[src/rtl/stby_pkg.sv]
// Shared mode and wake-cause codes and the clock-enable bundle of the
// standby controller. Assumes 3-bit codes are enough for both sets.
package stby_pkg;
    typedef enum logic [2:0] {
        MD_RUN   = 3'd0,
        MD_HALT  = 3'd1,
        MD_HOLD  = 3'd2,
        MD_XHOLD = 3'd3,
        MD_WAKE  = 3'd4
    } mode_e;

    typedef enum logic [2:0] {
        WC_NONE   = 3'd0,
        WC_RESET  = 3'd1,
        WC_VDET   = 3'd2,
        WC_EXT    = 3'd3,
        WC_PORT0  = 3'd4,
        WC_BTMR   = 3'd5,
        WC_PERIPH = 3'd6
    } cause_e;

    typedef struct packed {
        logic cpu;
        logic per;
        logic mxt;
        logic rc;
        logic sxt;
        logic bt;
    } clk_en_t;
endpackage

[src/rtl/stby_wake_sel.sv]
// Wake-source filter and priority encoder. For the current mode it keeps
// only the sources that mode honours. It raises `wake` and gives the
// highest-priority cause code. Purely combinational. Assumes inputs are
// already synchronous to the controller clock.
module stby_wake_sel
    import stby_pkg::*;
#(
    parameter int N_EXT = 5
) (
    input  mode_e              mode,
    input  logic               vdet0,
    input  logic               vdet1,
    input  logic [N_EXT-1:0]   ext_irq,
    input  logic [N_EXT-1:0]   ext_pol,
    input  logic               p0_irq,
    input  logic               bt_irq,
    input  logic               per_irq,
    output logic               wake,
    output cause_e             cause
);
    logic [N_EXT-1:0] ext_hit;
    logic vd_sel, use_ext, use_p0, use_bt, use_per;
    logic src_vd, src_ext, src_p0, src_bt, src_per;

    // One level comparator per external pin: active when the level matches the polarity.
    for (genvar g = 0; g < N_EXT; g++) begin : g_ext
        assign ext_hit[g] = ~(ext_irq[g] ^ ext_pol[g]);
    end

    // Decide which sources the current mode listens to.
    always_comb begin
        vd_sel  = 1'b0;
        use_ext = 1'b0;
        use_p0  = 1'b0;
        use_bt  = 1'b0;
        use_per = 1'b0;
        unique case (mode)
            MD_HALT: begin
                vd_sel  = vdet0;
                use_ext = 1'b1;
                use_p0  = 1'b1;
                use_bt  = 1'b1;
                use_per = 1'b1;
            end
            MD_HOLD: begin
                vd_sel  = vdet1;
                use_ext = 1'b1;
                use_p0  = 1'b1;
            end
            MD_XHOLD: begin
                vd_sel  = vdet0;
                use_ext = 1'b1;
                use_p0  = 1'b1;
                use_bt  = 1'b1;
            end
            default: ;
        endcase
    end

    assign src_vd  = vd_sel;
    assign src_ext = use_ext & (|ext_hit);
    assign src_p0  = use_p0 & p0_irq;
    assign src_bt  = use_bt & bt_irq;
    assign src_per = use_per & per_irq;

    // Fixed priority: detector, external pins, port 0, base timer, peripheral.
    always_comb begin
        if (src_vd)       cause = WC_VDET;
        else if (src_ext) cause = WC_EXT;
        else if (src_p0)  cause = WC_PORT0;
        else if (src_bt)  cause = WC_BTMR;
        else if (src_per) cause = WC_PERIPH;
        else              cause = WC_NONE;
    end

    assign wake = src_vd | src_ext | src_p0 | src_bt | src_per;
endmodule

[src/rtl/stby_stab_cnt.sv]
// Oscillator stabilisation counter. It counts sub-clock tick pulses while
// `clear` is low and saturates at `limit`. `done` is high once the count
// has reached the limit. Assumes `limit` is stable during a count.
module stby_stab_cnt #(
    parameter int W = 8
) (
    input  logic         clk,
    input  logic         rst_n,
    input  logic         clear,
    input  logic         tick,
    input  logic [W-1:0] limit,
    output logic         done
);
    logic [W-1:0] cnt_q;

    // Tick counter, cleared outside the stabilisation window.
    always_ff @(posedge clk) begin
        if (!rst_n || clear) begin
            cnt_q <= '0;
        end else if (tick && (cnt_q < limit)) begin
            cnt_q <= cnt_q + 1'b1;
        end
    end

    assign done = (cnt_q >= limit);
endmodule

[src/rtl/stby_clk_gate.sv]
// Decodes the controller mode into the six clock and oscillator enables.
// Assumes `sxt_keep` holds the sub crystal setting captured at
// crystal-hold entry.
module stby_clk_gate
    import stby_pkg::*;
(
    input  mode_e   mode,
    input  logic    sxt_run_en,
    input  logic    sxt_keep,
    output clk_en_t en
);
    // Enable pattern for each mode.
    always_comb begin
        en = '{cpu: 1'b1, per: 1'b1, mxt: 1'b1, rc: 1'b1, sxt: sxt_run_en, bt: 1'b1};
        unique case (mode)
            MD_RUN:   ;
            MD_HALT:  en.cpu = 1'b0;
            MD_HOLD:  en = '0;
            MD_XHOLD: en = '{cpu: 1'b0, per: 1'b0, mxt: 1'b0, rc: 1'b0, sxt: sxt_keep, bt: 1'b1};
            MD_WAKE: begin
                en.cpu = 1'b0;
                en.per = 1'b0;
            end
            default: ;
        endcase
    end
endmodule

[src/rtl/stby_ctrl.sv]
// Standby mode controller top. It holds the mode register, the latched
// wake cause and the sub crystal setting kept in crystal-hold. It takes
// software requests only in RUN and leaves each standby mode through the
// sources that mode honours. After a deep stop it passes through WAKE
// until the stabilisation count expires. Assumes all inputs are
// synchronous to clk. rst_n is the synchronous, active-low reset pin.
module stby_ctrl
    import stby_pkg::*;
#(
    parameter int N_EXT  = 5,
    parameter int STAB_W = 8
) (
    input  logic              clk,
    input  logic              rst_n,
    input  logic              req_halt,
    input  logic              req_hold,
    input  logic              req_xhold,
    input  logic              vdet0,
    input  logic              vdet1,
    input  logic [N_EXT-1:0]  ext_irq,
    input  logic [N_EXT-1:0]  ext_pol,
    input  logic              p0_irq,
    input  logic              bt_irq,
    input  logic              per_irq,
    input  logic              sxt_run_en,
    input  logic              sub_tick,
    input  logic [STAB_W-1:0] stab_count,
    output logic              cpu_clk_en,
    output logic              per_clk_en,
    output logic              mxt_en,
    output logic              rc_en,
    output logic              sxt_en,
    output logic              bt_clk_en,
    output logic [2:0]        mode,
    output logic [2:0]        wake_cause
);
    mode_e   state_q;
    cause_e  cause_q;
    cause_e  wake_code;
    logic    sxt_keep_q;
    logic    wake_hit;
    logic    stab_done;
    clk_en_t en;

    stby_wake_sel #(.N_EXT(N_EXT)) u_wake (
        .mode    (state_q),
        .vdet0   (vdet0),
        .vdet1   (vdet1),
        .ext_irq (ext_irq),
        .ext_pol (ext_pol),
        .p0_irq  (p0_irq),
        .bt_irq  (bt_irq),
        .per_irq (per_irq),
        .wake    (wake_hit),
        .cause   (wake_code)
    );

    stby_stab_cnt #(.W(STAB_W)) u_stab (
        .clk   (clk),
        .rst_n (rst_n),
        .clear (state_q != MD_WAKE),
        .tick  (sub_tick),
        .limit (stab_count),
        .done  (stab_done)
    );

    stby_clk_gate u_gate (
        .mode       (state_q),
        .sxt_run_en (sxt_run_en),
        .sxt_keep   (sxt_keep_q),
        .en         (en)
    );

    // Mode sequencer with wake-cause capture and sub crystal retention.
    always_ff @(posedge clk) begin
        if (!rst_n) begin
            state_q    <= MD_RUN;
            cause_q    <= WC_RESET;
            sxt_keep_q <= 1'b0;
        end else begin
            unique case (state_q)
                MD_RUN: begin
                    if (req_hold) begin
                        state_q <= MD_HOLD;
                    end else if (req_xhold) begin
                        state_q    <= MD_XHOLD;
                        sxt_keep_q <= sxt_run_en;
                    end else if (req_halt) begin
                        state_q <= MD_HALT;
                    end
                end
                MD_HALT: begin
                    if (wake_hit) begin
                        state_q <= MD_RUN;
                        cause_q <= wake_code;
                    end
                end
                MD_HOLD, MD_XHOLD: begin
                    if (wake_hit) begin
                        state_q <= MD_WAKE;
                        cause_q <= wake_code;
                    end
                end
                MD_WAKE: begin
                    if (stab_done) state_q <= MD_RUN;
                end
                default: state_q <= MD_RUN;
            endcase
        end
    end

    assign cpu_clk_en = en.cpu;
    assign per_clk_en = en.per;
    assign mxt_en     = en.mxt;
    assign rc_en      = en.rc;
    assign sxt_en     = en.sxt;
    assign bt_clk_en  = en.bt;
    assign mode       = state_q;
    assign wake_cause = cause_q;
endmodule

[config.mk]
export PLATFORM = sky130hd
export DESIGN_NAME = stby_ctrl
export DESIGN_NICKNAME = d
export VERILOG_FILES = /design/src/rtl/stby_pkg.sv /design/src/rtl/stby_wake_sel.sv /design/src/rtl/stby_stab_cnt.sv /design/src/rtl/stby_clk_gate.sv /design/src/rtl/stby_ctrl.sv
export SDC_FILE = /design/constraint.sdc
export NUM_CORES = 1
export LEC_CHECK = 0
export ABC_AREA = 1
export BUFFER_PORTS_ARGS = -buffer_cell sky130_fd_sc_hd__buf_2
export CORE_MARGIN = 5
export CORE_UTILIZATION = 45
export DETAILED_ROUTE_END_ITERATION = 12
export GPL_TIMING_DRIVEN = 0
export PLACE_DENSITY = 0.7
export SYNTH_ARGS = -nofsm -noshare
export SYNTH_HDL_FRONTEND = slang
export SYNTH_HIERARCHICAL = 1
export SYNTH_SLANG_ARGS = --single-unit
[constraint.sdc]
create_clock -name clk -period 2.4 [get_ports clk]
set_input_delay 0.12 -clock clk [delete_from_list [all_inputs] [get_ports clk]]
set_output_delay 0.12 -clock clk [all_outputs]
set_load 0.01 [all_outputs]
; ---- Yosys cells after proc, flatten, opt, wreduce, memory -nomap -nowiden
; Cells that the tools add are included.
[op_classes]
n_eq_ne = 9
n_mul = 0
n_div = 0
reduce_logical = 13
magnitude_cmp = 2
shifts = 0
muxes = 19
n_addsub = 1
bitwise = 19
[op_table]
columns = operator, n
row1 = 3-bit 2-to-1 mux, 11
row2 = 3-bit case mux with 4 select lines, 1
row3 = "8-bit by 1-bit adder with 8-bit output, second input constant", 1
row4 = 8-bit >= comparator, 1
row5 = 8-bit less-than comparator, 1
row6 = 4-bit case mux with 2 select lines, 1
row7 = "3-bit by 2-bit equality test with 1-bit output, second input constant", 2
row8 = 1-bit NOT, 6
row9 = 3-bit OR reduction, 2
row10 = 1-bit 2-to-1 mux, 5
row11 = 5-bit OR reduction, 1
row12 = 1-bit XOR, 5
row13 = 1-bit AND, 4
row14 = "2-bit inequality test, second input constant", 2
row15 = "4-bit inequality test, second input constant", 1
row16 = 1-bit bitwise OR, 4
row17 = 4-bit AND reduction, 1
row18 = 2-bit OR reduction, 2
row19 = 4-bit OR reduction, 1
row20 = "3-bit by 1-bit equality test with 1-bit output, second input constant", 1
row21 = "3-bit equality test, second input constant", 1
row22 = 3-bit logical NOT, 1
row23 = "3-bit inequality test, second input constant", 1
row24 = 3-bit AND reduction, 1
row25 = other kinds (6), 6
[word_totals]
mem_count = 0
latch_bits = 0
rom_bits = 0
mem_bits_rw = 0
regBits = 15
word_cells = 67
inputBits = 30
output_inout_bits = 12

; ---- Logic depth before layout (Yosys ltp)
[depth]
ltp_word = 10
mapped_depth = 15
depth_no_buf = 14

; ---- Hierarchy
; The synthesis kept the hierarchy.
[by_module_without_submodules]
columns = mod, seq_area_each_um2, n_inst, area_per_inst_um2, cells_each
row1 = stby_stab_cnt, 160.2, 1, 709.4, 118
row2 = stby_ctrl, 140.1, 1, 357.8, 53
row3 = stby_wake_sel, 0.0, 1, 225.2, 43
row4 = stby_clk_gate, 0.0, 1, 73.8, 16

; ---- Worst setup path before layout
; No wires, ideal clock.
[synth_timing]
path_kind = reg2reg
from = register u_stab.cnt_q[3]
to = register state_q[0], in the netlist mode[0]
required_time_ps = 2287
path_stages_with_launch = 12
synth_period_minus_slack_ps = 1679
setup_slack_ps = 721
n_path_buf = 1
setup_ps = 113
t_arrival_ps = 1566
path_cell_list = dfxtp_1 -> ha_1 -> a21oi_1 -> nand2_1 -> nand2_2 -> buf_2 -> nand3_1 -> nand3b_1 -> nand2_1 -> nor2_2 -> nor2_1 -> nor2_1
[synth_between]
elab_chain_len = 3
[synth_rtl]
columns = element, line_no
row1 = from (decl), stby_stab_cnt.sv:14  ; logic [W-1:0] cnt_q;
row2 = from (signal assigned), stby_stab_cnt.sv:21  ; cnt_q <= cnt_q + 1'b1;
row3 = 8-bit >= comparator, stby_stab_cnt.sv:25  ; assign done = (cnt_q >= limit);
row4 = via stab_done, stby_ctrl.sv:42  ; logic stab_done;
row5 = 2-bit inequality test (no line), n/a
row6 = 4-bit AND reduction (no line), n/a
row7 = to (signal assigned), stby_ctrl.sv:77  ; state_q <= MD_RUN;
row8 = to (signal assigned), stby_ctrl.sv:84  ; state_q <= MD_HOLD;
row9 = to (signal assigned), stby_ctrl.sv:86  ; state_q <= MD_XHOLD;
row10 = to (decl), stby_ctrl.sv:37  ; mode_e state_q;
; The timed path passes the listed nets, and every way through them passes these cells.
; A chain may end at the register's enable or synchronous reset.

; ---- Final worst setup path
; Same ends and word-level chain as after synthesis.

==> results_dict.tcl <==
set metrics [dict create \
    slew_viol_final 0 \
    power.net_switching_uw 533 \
    switching_share_pct 46.6 \
    holdWs_ns 0.0839 \
    hold_path_class "in2reg" \
    synth_cells 230 \
    drt_iter0_drc 27 \
    crit_path_end_kind "flip-flop" \
    crit_family "simple AND/OR/NAND/NOR gates" \
    routed_wl_um 2790 \
    cts_buffer_depth 2 \
    max_stage_delay_ns 0.42 \
    rows 20 \
    worstMarginPinSlew_ns 0.524 \
    tritoncts.num_buffers 3 \
    antenna_cells 0 \
    core_area_sq_um 2980 \
    area_growth_pct 20.0 \
    path_clk_slew_ns 0.09 \
    ant_nets 0 \
    initial_core_util_pct 45.9 \
    cp.required_ns 2.58 \
    drc_errors 0 \
    drive_gt1_share_pct 26.5 \
    synth-main-ff-cell "dfxtp_1" \
    synth_nets 269 \
    netlist_area_sq_um 1370 \
    synth_edf_count 0 \
    die_h_um 65.1 \
    seq_power_share_pct 30.9 \
    critPathBufInv 1 \
    cts_tree "built" \
    critPathKind "reg2reg" \
    max_cap_viol_count 0 \
    path_cells "ha_1 > a21oi_1 > nand2_1 > nand2_2 > buf_2 > nand3_1 > nand3b_1 > nand2_1 > nor2_2 > nor2_1 > nor2_1" \
    htree_levels 1 \
    arrival_ns 2.11 \
    rsz0062_at_grt "no" \
    async_flop_share_pct 0 \
    total_power_mw 1.14 \
    grt_start_max_net_pins 12 \
    hold_violations 0 \
    clock_skew_ns 0.00333 \
    p_int_uw 612 \
    max_freq_mhz 520 \
    p_leak_nw 0.863 \
    clk_latency_ns 0.28 \
    grt_pass1_wl_um 4930 \
    avgSynthCellArea_sq_um 5.94 \
    outcome "finished clean" \
    fin_ws_ns 0.479 \
    worstSetupEndpoint "mode[0]" \
    nNetsFinal 315 \
    yosys-top-cells-area "dfxtp_1 (22%), nand2_1 (15%), inv_1 (13%)" \
    comb_power_share_pct 56.4 \
    ys_ff_latch 15 \
    worst-path-stages 11 \
    fin_crit_ns 1.92 \
    overflow 0 \
    cpMaxStageDelayCell "dfxtp_1" \
    cts_root_buf "clkbuf_4" \
    finalSetupViolCount 0 \
    reg2reg_slack_ns 0.48 \
    place_ws_ns 0.489 \
    synth.distinct_cells 24 \
    peakVddDrop_uv 272 \
    p_clk_share_pct 12.7 \
    cts_resized 0 \
    r2r_start "u_stab/cnt_q[3]" \
    clock-sinks 15 \
    worstPathMaxFanout 10 \
    place.port_buffers 41 \
    io_pins 42 \
    yosysWarnings 6 \
    final_cell_mix "nand2_1 (55), inv_1 (49), buf_2 (43)" \
    synth_seq_area_share_pct 22.0 \
    max_slew_margin_pct 64.9 \
    r2r_end "mode[0]" \
    power.density_nw_per_um2 699 \
    setup.worst_path.start "u_stab/cnt_q[3]" \
    final_common_cell "nand2_1" \
    holdBufCountCts 0 \
    vias 1464 \
    vias_per_cell 4.75 \
    fin_crit_sh_pct 80.1 \
    first_global_vias 1273 \
    antenna_found_initial 0 \
    startpoint_type "flip-flop" \
    first_pass_iters 4 \
    cts_setup_buffers 0 \
    wl_per_cell_um 9.05 \
    grt_usage_pct 14.1 \
    place.gp.congestion 0.784 \
    setup-tns-final_ns 0 \
    die-width_um 65.1 \
    r2r_cells 11 \
    dieArea_sq_um 4240 \
    synth_top_area_share_pct 22.0 \
    synth_top_area_cell "dfxtp_1" \
    dp_hpwl_um 2290 \
]
## cell type report
cell class | instances | area (sq um)
Buffer | 3 | 17.5
Sequential cell | 15 | 300
Multi-Input combinational cell | 157 | 842
Clock buffer | 4 | 26.3
Timing Repair Buffer | 41 | 205
Inverter | 55 | 206
Fill cell | 313 | 1340
Tap cell | 33 | 41.3
## power groups by stage
stage	clock network [mW]	registers [mW]	logic, mW
global placement	0	0.358	0.651
CTS	0.151	0.354	0.656
global route	0.160	0.363	0.749
detailed placement	0	0.360	0.653
finish	0.146	0.354	0.646
floorplan	0	0.363	0.472
## how the worst min path moves through the flow
| stage | from | to | cells after the start |
|---|---|---|---|
| finish | rst_n | wake_cause[0] | 2 |
| global route | rst_n | wake_cause[0] | 2 |
| CTS | rst_n | wake_cause[0] | 2 |
| detailed placement | rst_n | wake_cause[0] | 2 |
| global placement | rst_n | wake_cause[0] | 2 |
| floorplan | rst_n | wake_cause[0] | 1 |
## synth_stat cells (2+ instances only)
library cell  number
inv_2              5
nand2_2            8
nor2_4             4
nor3_1             3
nand2_1           55
a21oi_1            8
nor2_1            24
nor2_2             5
o21ai_0            3
ha_1               9
inv_1             49
dfxtp_1           15
nand3b_1           2
buf_2              2
nand4_1           11
nand3_1           19
## metrics by stage
stage / utilization, % / instance area, sq um / std cells
floorplan: - / 1370 / 230
global placement: 54.2 / 1610 / 304
detailed placement: 54.2 / 1610 / 304
CTS: 55.0 / 1640 / 308
global route: 55.0 / 1640 / 308
finish: 55.0 / 1640 / 308
## sequential cells by signal (all words and copies together) (netlist names)
signal and flops:
sxt_keep_q 1, mode 3, wake_cause 3, u_stab/cnt_q 8
## worst register-to-register path, cell delays in order, from the launching register on
cell      delay, ns
dfxtp_1        0.42
ha_1           0.28
a21oi_1        0.17
nand2_1        0.09
nand2_2        0.12
buf_2          0.22
nand3_1        0.08
nand3b_1       0.18
nand2_1        0.10
nor2_2         0.04
nor2_1         0.08
nor2_1         0.05
## logic make-up (layout without fill, tap and decap cells)
logic type,count (synthesis),after routing,synth area share [%]
AND/OR/NAND/NOR,133,133,46.6
buffers and inverters,58,103,16.4
flip-flops,15,15,22.0
AO/OA/AOI/OAI,14,14,6.14
adder cells (fa/ha/maj),9,9,8.24
XOR/XNOR,1,1,0.641
## routing by layer
metal | GRT usage (%) | wire, um
met1 | 18.0 | 1300
met2 | 24.4 | 1260
met3 | 2.22 | 208
met4 | 4.15 | 16
met5 | 0 | 0
No activity file was read; power rests on OpenSTA's default activity.
